$ cat src/rtl/mii_scan_pkg.sv
package mii_scan_pkg;

    localparam int ADDR_W = 5;
    localparam int DATA_W = 16;

    localparam logic [ADDR_W-1:0] REG_CTRL = 5'd0;
    localparam logic [ADDR_W-1:0] REG_STAT = 5'd1;
    localparam logic [ADDR_W-1:0] REG_ADV  = 5'd4;

    // control register bits
    localparam logic [DATA_W-1:0] CTRL_AN_EN    = 16'h1000;
    localparam logic [DATA_W-1:0] CTRL_AN_RESTART = 16'h0200;
    localparam logic [DATA_W-1:0] CTRL_FDX      = 16'h0100;
    localparam logic [DATA_W-1:0] CTRL_SPD100   = 16'h2000;
    localparam logic [DATA_W-1:0] CTRL_SCRUB    = 16'hED80;

    // status / advertisement patterns
    localparam logic [DATA_W-1:0] STAT_PAT_MASK = 16'h8301;
    localparam logic [DATA_W-1:0] STAT_PAT_VAL  = 16'h8001;
    localparam logic [DATA_W-1:0] STAT_ABIL     = 16'h7800;
    localparam logic [DATA_W-1:0] ADV_ABIL      = 16'h01E0;
    localparam logic [DATA_W-1:0] CAP_MASK      = 16'h03E0;

    typedef enum logic [3:0] {
        S_IDLE,
        S_PROBE,
        S_RD_CTRL,
        S_RD_ADV,
        S_RD_CAP,
        S_PICK,
        S_WR_ADV,
        S_WR_CTRL1,
        S_SETTLE,
        S_WR_CTRL2,
        S_NEXT,
        S_FILL,
        S_DONE
    } scan_state_t;

endpackage

$ cat src/rtl/mii_ctrl_calc.sv
module mii_ctrl_calc
    import mii_scan_pkg::*;
(
    input  logic [DATA_W-1:0] cur_val,
    input  logic              force_media,
    input  logic              full_duplex,
    input  logic              media_100,
    output logic [DATA_W-1:0] new_val,
    output logic              an_flip,
    output logic              changed
);

    logic [DATA_W-1:0] stage;
    logic [DATA_W-1:0] shaped;

    // auto-negotiation enable handling
    always_comb begin
        if (!force_media) begin
            stage   = cur_val | CTRL_AN_EN;
            an_flip = (stage != cur_val);
            if (an_flip) begin
                stage = stage | CTRL_AN_RESTART;
            end
        end else begin
            stage   = cur_val & ~CTRL_AN_EN;
            an_flip = (stage != cur_val);
        end
    end

    // scrub then apply requested duplex / speed
    always_comb begin
        shaped = stage & ~CTRL_SCRUB;
        if (full_duplex) begin
            shaped = shaped | CTRL_FDX;
        end
        if (force_media && media_100) begin
            shaped = shaped | CTRL_SPD100;
        end
    end

    assign new_val = shaped;
    assign changed = (shaped != cur_val);

endmodule

$ cat src/rtl/mii_adv_select.sv
module mii_adv_select
    import mii_scan_pkg::*;
(
    input  logic [DATA_W-1:0] global_adv,
    input  logic [DATA_W-1:0] slot_adv,
    input  logic [DATA_W-1:0] phy_adv,
    output logic [DATA_W-1:0] adv_use,
    output logic              global_wins,
    output logic              adopt_phy
);

    logic slot_set;

    assign global_wins = (global_adv != '0);
    assign slot_set    = (slot_adv != '0);
    assign adopt_phy   = !global_wins && !slot_set;

    always_comb begin
        if (global_wins) begin
            adv_use = global_adv;
        end else if (slot_set) begin
            adv_use = slot_adv;
        end else begin
            adv_use = phy_adv;
        end
    end

endmodule

$ cat src/rtl/mii_settle_timer.sv
module mii_settle_timer #(
    parameter int CYCLES = 1250
) (
    input  logic clk,
    input  logic rst_n,
    input  logic load,
    output logic expired
);

    localparam int CW = (CYCLES > 1) ? $clog2(CYCLES) : 1;

    logic [CW-1:0] remain;

    always_ff @(posedge clk) begin
        if (!rst_n) begin
            remain <= '0;
        end else if (load) begin
            remain <= CW'(CYCLES - 1);
        end else if (remain != '0) begin
            remain <= remain - 1'b1;
        end
    end

    assign expired = (remain == '0);

endmodule

$ cat src/rtl/mii_scan_seq.sv
module mii_scan_seq
    import mii_scan_pkg::*;
#(
    parameter int SLOTS         = 2,
    parameter int SETTLE_CYCLES = 1250
) (
    input  logic                         clk,
    input  logic                         rst_n,
    input  logic                         start,
    input  logic                         mii_expected,
    input  logic                         force_media,
    input  logic                         media_100,
    input  logic                         full_duplex,
    input  logic [15:0]                  cfg_adv,
    output logic                         mdio_req,
    output logic                         mdio_wr,
    output logic [4:0]                   mdio_phy,
    output logic [4:0]                   mdio_reg,
    output logic [15:0]                  mdio_wdata,
    input  logic                         mdio_ack,
    input  logic [15:0]                  mdio_rdata,
    output logic [SLOTS*5-1:0]           phy_table,
    output logic [$clog2(SLOTS+1)-1:0]   phy_count,
    output logic                         done
);

    localparam int CNT_W = $clog2(SLOTS + 1);
    localparam int IDX_W = (SLOTS > 1) ? $clog2(SLOTS) : 1;
    localparam logic [5:0] LAST_PROBE = 6'd32;

    scan_state_t state, state_nx, ctrl_route;

    logic [5:0]        probe_n;
    logic [DATA_W-1:0] ctrl_q;
    logic [DATA_W-1:0] adv_q;
    logic [DATA_W-1:0] adv_use_q;
    logic [DATA_W-1:0] global_q;
    logic [DATA_W-1:0] slot_adv_q [SLOTS];
    logic [ADDR_W-1:0] tab_q      [SLOTS];
    logic [CNT_W-1:0]  cnt_q;
    logic [IDX_W-1:0]  idx;

    logic              stat_hit;
    logic [DATA_W-1:0] cap_adv;
    logic              adv_empty;
    logic              scan_end;
    logic              launch;

    logic [DATA_W-1:0] ctrl_new;
    logic              an_flip;
    logic              ctrl_diff;
    logic [DATA_W-1:0] adv_pick;
    logic              global_wins;
    logic              adopt_phy;
    logic              settle_load;
    logic              settle_done;

    assign idx       = cnt_q[IDX_W-1:0];
    assign stat_hit  = ((mdio_rdata & STAT_PAT_MASK) == STAT_PAT_VAL) ||
                       (!mdio_rdata[9] && ((mdio_rdata & STAT_ABIL) != '0));
    assign cap_adv   = ((mdio_rdata >> 6) & CAP_MASK) | 16'h0001;
    assign adv_empty = ((mdio_rdata & ADV_ABIL) == '0);
    assign scan_end  = (probe_n == LAST_PROBE) || (cnt_q == CNT_W'(SLOTS));
    assign launch    = start && ((state == S_IDLE) || (state == S_DONE));

    mii_ctrl_calc u_ctrl (
        .cur_val     (ctrl_q),
        .force_media (force_media),
        .full_duplex (full_duplex),
        .media_100   (media_100),
        .new_val     (ctrl_new),
        .an_flip     (an_flip),
        .changed     (ctrl_diff)
    );

    mii_adv_select u_adv (
        .global_adv  (global_q),
        .slot_adv    (slot_adv_q[idx]),
        .phy_adv     (adv_q),
        .adv_use     (adv_pick),
        .global_wins (global_wins),
        .adopt_phy   (adopt_phy)
    );

    assign settle_load = (state == S_WR_CTRL1) && mdio_ack;

    mii_settle_timer #(
        .CYCLES (SETTLE_CYCLES)
    ) u_settle (
        .clk     (clk),
        .rst_n   (rst_n),
        .load    (settle_load),
        .expired (settle_done)
    );

    // where a kept PHY goes once its advertisement is settled
    always_comb begin
        if (!ctrl_diff) begin
            ctrl_route = S_NEXT;
        end else if (an_flip) begin
            ctrl_route = S_WR_CTRL1;
        end else begin
            ctrl_route = S_WR_CTRL2;
        end
    end

    // next-state logic
    always_comb begin
        state_nx = state;
        unique case (state)
            S_IDLE:     if (start) state_nx = S_PROBE;
            S_PROBE:    if (mdio_ack) state_nx = stat_hit ? S_RD_CTRL : S_NEXT;
            S_RD_CTRL:  if (mdio_ack) state_nx = S_RD_ADV;
            S_RD_ADV:   if (mdio_ack) state_nx = adv_empty ? S_RD_CAP : S_PICK;
            S_RD_CAP:   if (mdio_ack) state_nx = S_PICK;
            S_PICK:     state_nx = (adv_pick != adv_q) ? S_WR_ADV : ctrl_route;
            S_WR_ADV:   if (mdio_ack) state_nx = ctrl_route;
            S_WR_CTRL1: if (mdio_ack) state_nx = S_SETTLE;
            S_SETTLE:   if (settle_done) state_nx = S_WR_CTRL2;
            S_WR_CTRL2: if (mdio_ack) state_nx = S_NEXT;
            S_NEXT:     state_nx = scan_end ? S_FILL : S_PROBE;
            S_FILL:     state_nx = S_DONE;
            S_DONE:     if (start) state_nx = S_PROBE;
            default:    state_nx = S_IDLE;
        endcase
    end

    // state register
    always_ff @(posedge clk) begin
        if (!rst_n) begin
            state <= S_IDLE;
        end else begin
            state <= state_nx;
        end
    end

    // scan datapath
    always_ff @(posedge clk) begin
        if (!rst_n) begin
            probe_n   <= 6'd1;
            ctrl_q    <= '0;
            adv_q     <= '0;
            adv_use_q <= '0;
            global_q  <= '0;
            cnt_q     <= '0;
            for (int k = 0; k < SLOTS; k++) begin
                slot_adv_q[k] <= '0;
                tab_q[k]      <= '0;
            end
        end else begin
            if (launch) begin
                probe_n  <= 6'd1;
                cnt_q    <= '0;
                global_q <= cfg_adv;
                for (int k = 0; k < SLOTS; k++) begin
                    tab_q[k] <= '0;
                end
            end
            if ((state == S_RD_CTRL) && mdio_ack) begin
                ctrl_q <= mdio_rdata;
            end
            if ((state == S_RD_ADV) && mdio_ack) begin
                adv_q <= mdio_rdata;
            end
            if ((state == S_RD_CAP) && mdio_ack) begin
                adv_q <= cap_adv;
            end
            if (state == S_PICK) begin
                adv_use_q  <= adv_pick;
                tab_q[idx] <= probe_n[ADDR_W-1:0];
                cnt_q      <= cnt_q + 1'b1;
                if (global_wins) begin
                    slot_adv_q[idx] <= global_q;
                end
                if (adopt_phy) begin
                    slot_adv_q[idx] <= adv_q;
                    global_q        <= adv_q;
                end
            end
            if ((state == S_NEXT) && !scan_end) begin
                probe_n <= probe_n + 1'b1;
            end
            if ((state == S_FILL) && mii_expected && (cnt_q == '0)) begin
                tab_q[0] <= 5'd1;
            end
        end
    end

    // outputs decoded from state
    always_comb begin
        mdio_req   = 1'b0;
        mdio_wr    = 1'b0;
        mdio_reg   = REG_STAT;
        mdio_wdata = '0;
        done       = 1'b0;
        unique case (state)
            S_PROBE, S_RD_CAP: begin
                mdio_req = 1'b1;
                mdio_reg = REG_STAT;
            end
            S_RD_CTRL: begin
                mdio_req = 1'b1;
                mdio_reg = REG_CTRL;
            end
            S_RD_ADV: begin
                mdio_req = 1'b1;
                mdio_reg = REG_ADV;
            end
            S_WR_ADV: begin
                mdio_req   = 1'b1;
                mdio_wr    = 1'b1;
                mdio_reg   = REG_ADV;
                mdio_wdata = adv_use_q;
            end
            S_WR_CTRL1, S_WR_CTRL2: begin
                mdio_req   = 1'b1;
                mdio_wr    = 1'b1;
                mdio_reg   = REG_CTRL;
                mdio_wdata = ctrl_new;
            end
            S_DONE: begin
                done = 1'b1;
            end
            default: begin
            end
        endcase
    end

    assign mdio_phy  = probe_n[ADDR_W-1:0];
    assign phy_count = cnt_q;

    for (genvar g = 0; g < SLOTS; g++) begin : g_table
        assign phy_table[g*5 +: 5] = tab_q[g];
    end

endmodule

$ cat config.mk
export PLATFORM = sky130hd
export DESIGN_NAME = mii_scan_seq
export DESIGN_NICKNAME = d
export VERILOG_FILES = /design/src/rtl/mii_scan_pkg.sv /design/src/rtl/mii_ctrl_calc.sv /design/src/rtl/mii_adv_select.sv /design/src/rtl/mii_settle_timer.sv /design/src/rtl/mii_scan_seq.sv
export SDC_FILE = /design/constraint.sdc
export NUM_CORES = 1
export LEC_CHECK = 0
export ABC_AREA = 0
export CAP_MARGIN = 40
export CORE_ASPECT_RATIO = 0.5
export CORE_MARGIN = 2
export CORE_UTILIZATION = 55
export DETAILED_ROUTE_END_ITERATION = 10
export GPL_ROUTABILITY_DRIVEN = 0
export HOLD_SLACK_MARGIN = 0.05
export PLACE_DENSITY = 0.79
export SYNTH_ARGS = -nofsm -noshare
export SYNTH_HDL_FRONTEND = slang
export SYNTH_HIERARCHICAL = 1
export SYNTH_SLANG_ARGS = --single-unit
export TNS_END_PERCENT = 30
$ cat constraint.sdc
create_clock -name clk -period 5.5 [get_ports clk]
set_clock_uncertainty 0.1 [all_clocks]
set_input_delay 1.1 -clock clk [delete_from_list [all_inputs] [get_ports clk]]
set_output_delay 1.1 -clock clk [all_outputs]
set_load 0.05 [all_outputs]
==> results.py <==
metrics = {
    "setup_path": {
        "critPathArrivalTime_ns": 2.95,
        "timing.rr.end": "state[0]",
        "start_kind": "flop",
        "crit_path_cell_trace": "nor2b_2, a21oi_1, nor2_1, buf_4, a22o_1, clkdlybuf4s50_1",
        "critical_path.max_stage_delay_ns": 0.80,
        "critical-path-top-delay-family": "buffers and inverters",
        "timing.reg2reg.setup_slack_ns": 1.49,
        "worstRegToRegCells": 10,
        "worstSetupPathDepth": 6,
        "slowest_stage": "sky130_fd_sc_hd__clkdlybuf4s50_1",
        "worstSetupEndpointType": "primary output",
        "critical_path_buf_inv_count": 2,
        "setup.worst_path.class": "flop to primary output",
        "worstPathRequired_ns": 4.30,
        "crit_path_max_fanout": 17,
    },
    "power": {
        "power_w": 0.00348,
        "powerDensity_mw_per_mm2": 432,
        "total_leakage_power_nw": 3.15,
        "ir_drop_v": 0.000215,
    },
    "clocking": {
        "cts_repair_resize_count": 0,
        "num_cts_buffers": 17,
        "holdBufCountCts": 0,
        "ctsLongestPathBuffers": 2,
        "cts.repair_timing.setup_buffer_count": 0,
        "root_buffer_cell": "sky130_fd_sc_hd__clkbuf_16",
        "cts.htree.levels": 4,
        "clk_pin_slew_ns": 0.06,
        "clock_latency_ns": 0.42,
        "tritoncts_num_sinks": 130,
        "tritoncts": "done",
    },
    "floorplan": {
        "start_util": 0.568,
        "dieArea_mm2": 0.0132,
        "design.core.area_mm2": 0.0119,
        "ioPinCount": 81,
        "floorplan.die.width_um": 161,
        "row_count": 28,
        "die_h_um": 82.3,
    },
    "grt": {
        "pin_count_of_the_biggest_net_entering_global_routing": 68,
        "antenna_violations_before_repair": 0,
        "global_route.overflow_total": 0,
        "first_global_vias": 5297,
        "grt_pass1_wl_um": 28000,
        "grtUsageTotal": 0.276,
    },
    "synth": {
        "async_flop_share": 0,
        "synth_warnings": 6,
        "synth_area_leaders": "sky130_fd_sc_hd__dfxtp_1, sky130_fd_sc_hd__edfxtp_1, sky130_fd_sc_hd__nand2_1",
        "synth.avg_cell_area_um2": 9.20,
        "yosysTopAreaCell": "sky130_fd_sc_hd__dfxtp_1",
        "sequential_cell_area_fraction_in_the_yosys_report": 0.448,
        "synth-main-ff-cell": "sky130_fd_sc_hd__dfxtp_1",
        "synth_cell_types": 73,
        "yosysTopAreaCellShare": 0.261,
        "postSynthRegisterBits": 130,
        "post_synth_instance_area_mm2": 0.00675,
        "synthCells": 734,
        "synth_edf_count": 42,
    },
    "sta": {
        "rsz0062_at_grt": "no",
        "final.min_clock_period_ns": 4.15,
        "final-hold-violation-count": 0,
        "setup_total_negative_slack_ns": 0,
        "finalSetupViolations": 0,
        "slew_headroom": 0.437,
        "tightestPinTransition_ns": 0.843,
        "max_freq_mhz": 241,
        "final_min_period_over_clock_period": 0.755,
        "total_count_of_max_transition_violations_in_the_final_report": 0,
    },
    "final_layout": {
        "n_antenna_cell": 0,
        "layout.cells.most_common_list": "sky130_fd_sc_hd__nand2_1, sky130_fd_sc_hd__dfxtp_1, sky130_fd_sc_hd__nor2_1",
        "area_growth_pct": 19.6,
        "nets": 825,
        "fill_cells": 913,
        "drive_gt1_frac": 0.112,
        "final_core_util": 0.680,
        "leading_cell_type_in_the_layout_fill_and_taps_excluded": "sky130_fd_sc_hd__nand2_1",
    },
    "hold_path": {
        "hold_path_startpoint": "ctrl_q[11]",
        "min-delay-path-class": "flop to flop",
        "holdPathStages": 2,
        "timing.hold.worst_endpoint": "ctrl_q[11]",
    },
    "detailed_routing": {
        "num_vias": 5756,
        "wl_per_cell_um": 18.6,
        "firstDrtPassIters": 5,
        "drcViolationCount": 0,
        "avgViaCountPerCell": 6.01,
        "detail_route.wirelength_um": 17800,
        "drt_iter0_markers": 725,
        "drtAntennaViolNets": 0,
    },
    "placed_design": {
        "dp.final_hpwl_um": 12100,
        "port_buffers": 77,
    },
    "run": {
        "max_cap_viol_count": 0,
    },
    "outcome": {
        "status": "completed",
    },
}
registers in the layout (all words and copies together), names as in the netlist, named ones only:
name and cells:
slot_adv_q 32, adv_q 16, adv_use_q 16, ctrl_q 16
global_q 16, u_settle/remain 11, tab_q 10, probe_n 6
state 4, phy_count 2
per-stage QoR:
step | hold slack (ns) | instance area (um2) | std cells | setup WS, ns
CTS | 0.354 | 8070 | 958 | 1.39
global route | 0.374 | 8070 | 958 | 1.20
floorplan | 0.331 | 6770 | 740 | 1.98
detailed placement | 0.345 | 7460 | 926 | 1.46
global placement | 0.339 | 7420 | 922 | 1.47
finish | 0.351 | 8070 | 958 | 1.35
routing by layer:
metal | vias to the layer above | global-route usage | part of all wire
li1 | 2710 | - | -
met1 | 2767 | 0.365 | 0.43
met2 | 258 | 0.459 | 0.47
met3 | 21 | 0.0589 | 0.077
met4 | 0 | 0.0973 | 0.016
met5 | - | 0 | 0
cells by family (layout without fill, tap and decap cells):
kind of cell,count (synthesis),count (layout),share of synthesized area
xor+xnor,24,24,0.0311
other cells,2,8,0.00111
mux,51,51,0.0788
buf+inv,80,133,0.0654
fa+ha+maj,6,6,0.0108
simple gates,288,288,0.206
compound gates,153,153,0.159
flops,130,130,0.448
cell type report:
cell class | instances | area (um2) | share of cell area
Clock buffer | 17 | 425 | 0.0527
Clock inverter | 15 | 181 | 0.0225
Inverter | 14 | 55.1 | 0.00682
Multi-Input combinational cell | 530 | 3320 | 0.412
Sequential cell | 130 | 3020 | 0.375
Tap cell | 165 | 206 | 0.0256
Timing Repair Buffer | 87 | 857 | 0.106
tightest hold or removal path: stages, from the launching register on:
cell and delay (ns):
sky130_fd_sc_hd__dfxtp_1 0.31, sky130_fd_sc_hd__nand2_1 0.05, sky130_fd_sc_hd__a21oi_1 0.05
cells in the mapped netlist, drive strengths merged, types with 7 or more instances:
master,instances
a211oi,19
a21oi,59
a221o,16
a22o,16
buf,46
clkbuf,20
dfxtp,88
edfxtp,42
inv,14
mux2,17
mux2i,34
nand2,117
nand3,11
nor2,81
nor3,7
nor4,19
o21ai,9
xor2,20
worst max path at each step:
| stage | slack (ns) | end | startpoint |
|---|---|---|---|
| after floorplan | 1.98 | state[0] | flop |
| after global placement | 1.47 | mdio_wdata[13] | force_media |
| after detailed placement | 1.46 | mdio_wdata[13] | force_media |
| after CTS | 1.39 | mdio_wdata[6] | state[3] |
| after global routing | 1.20 | mdio_wdata[5] | state[3] |
| final | 1.35 | mdio_wdata[5] | state[1] |
where the power goes:
part	total, W	internal (W)	switching [W]
registers	0.00124	0.00109	0.000147
logic	0.00107	0.000448	0.000625
clock network	0.00117	0.000717	0.000452
Note: power is estimated with default switching activity, not from simulation.
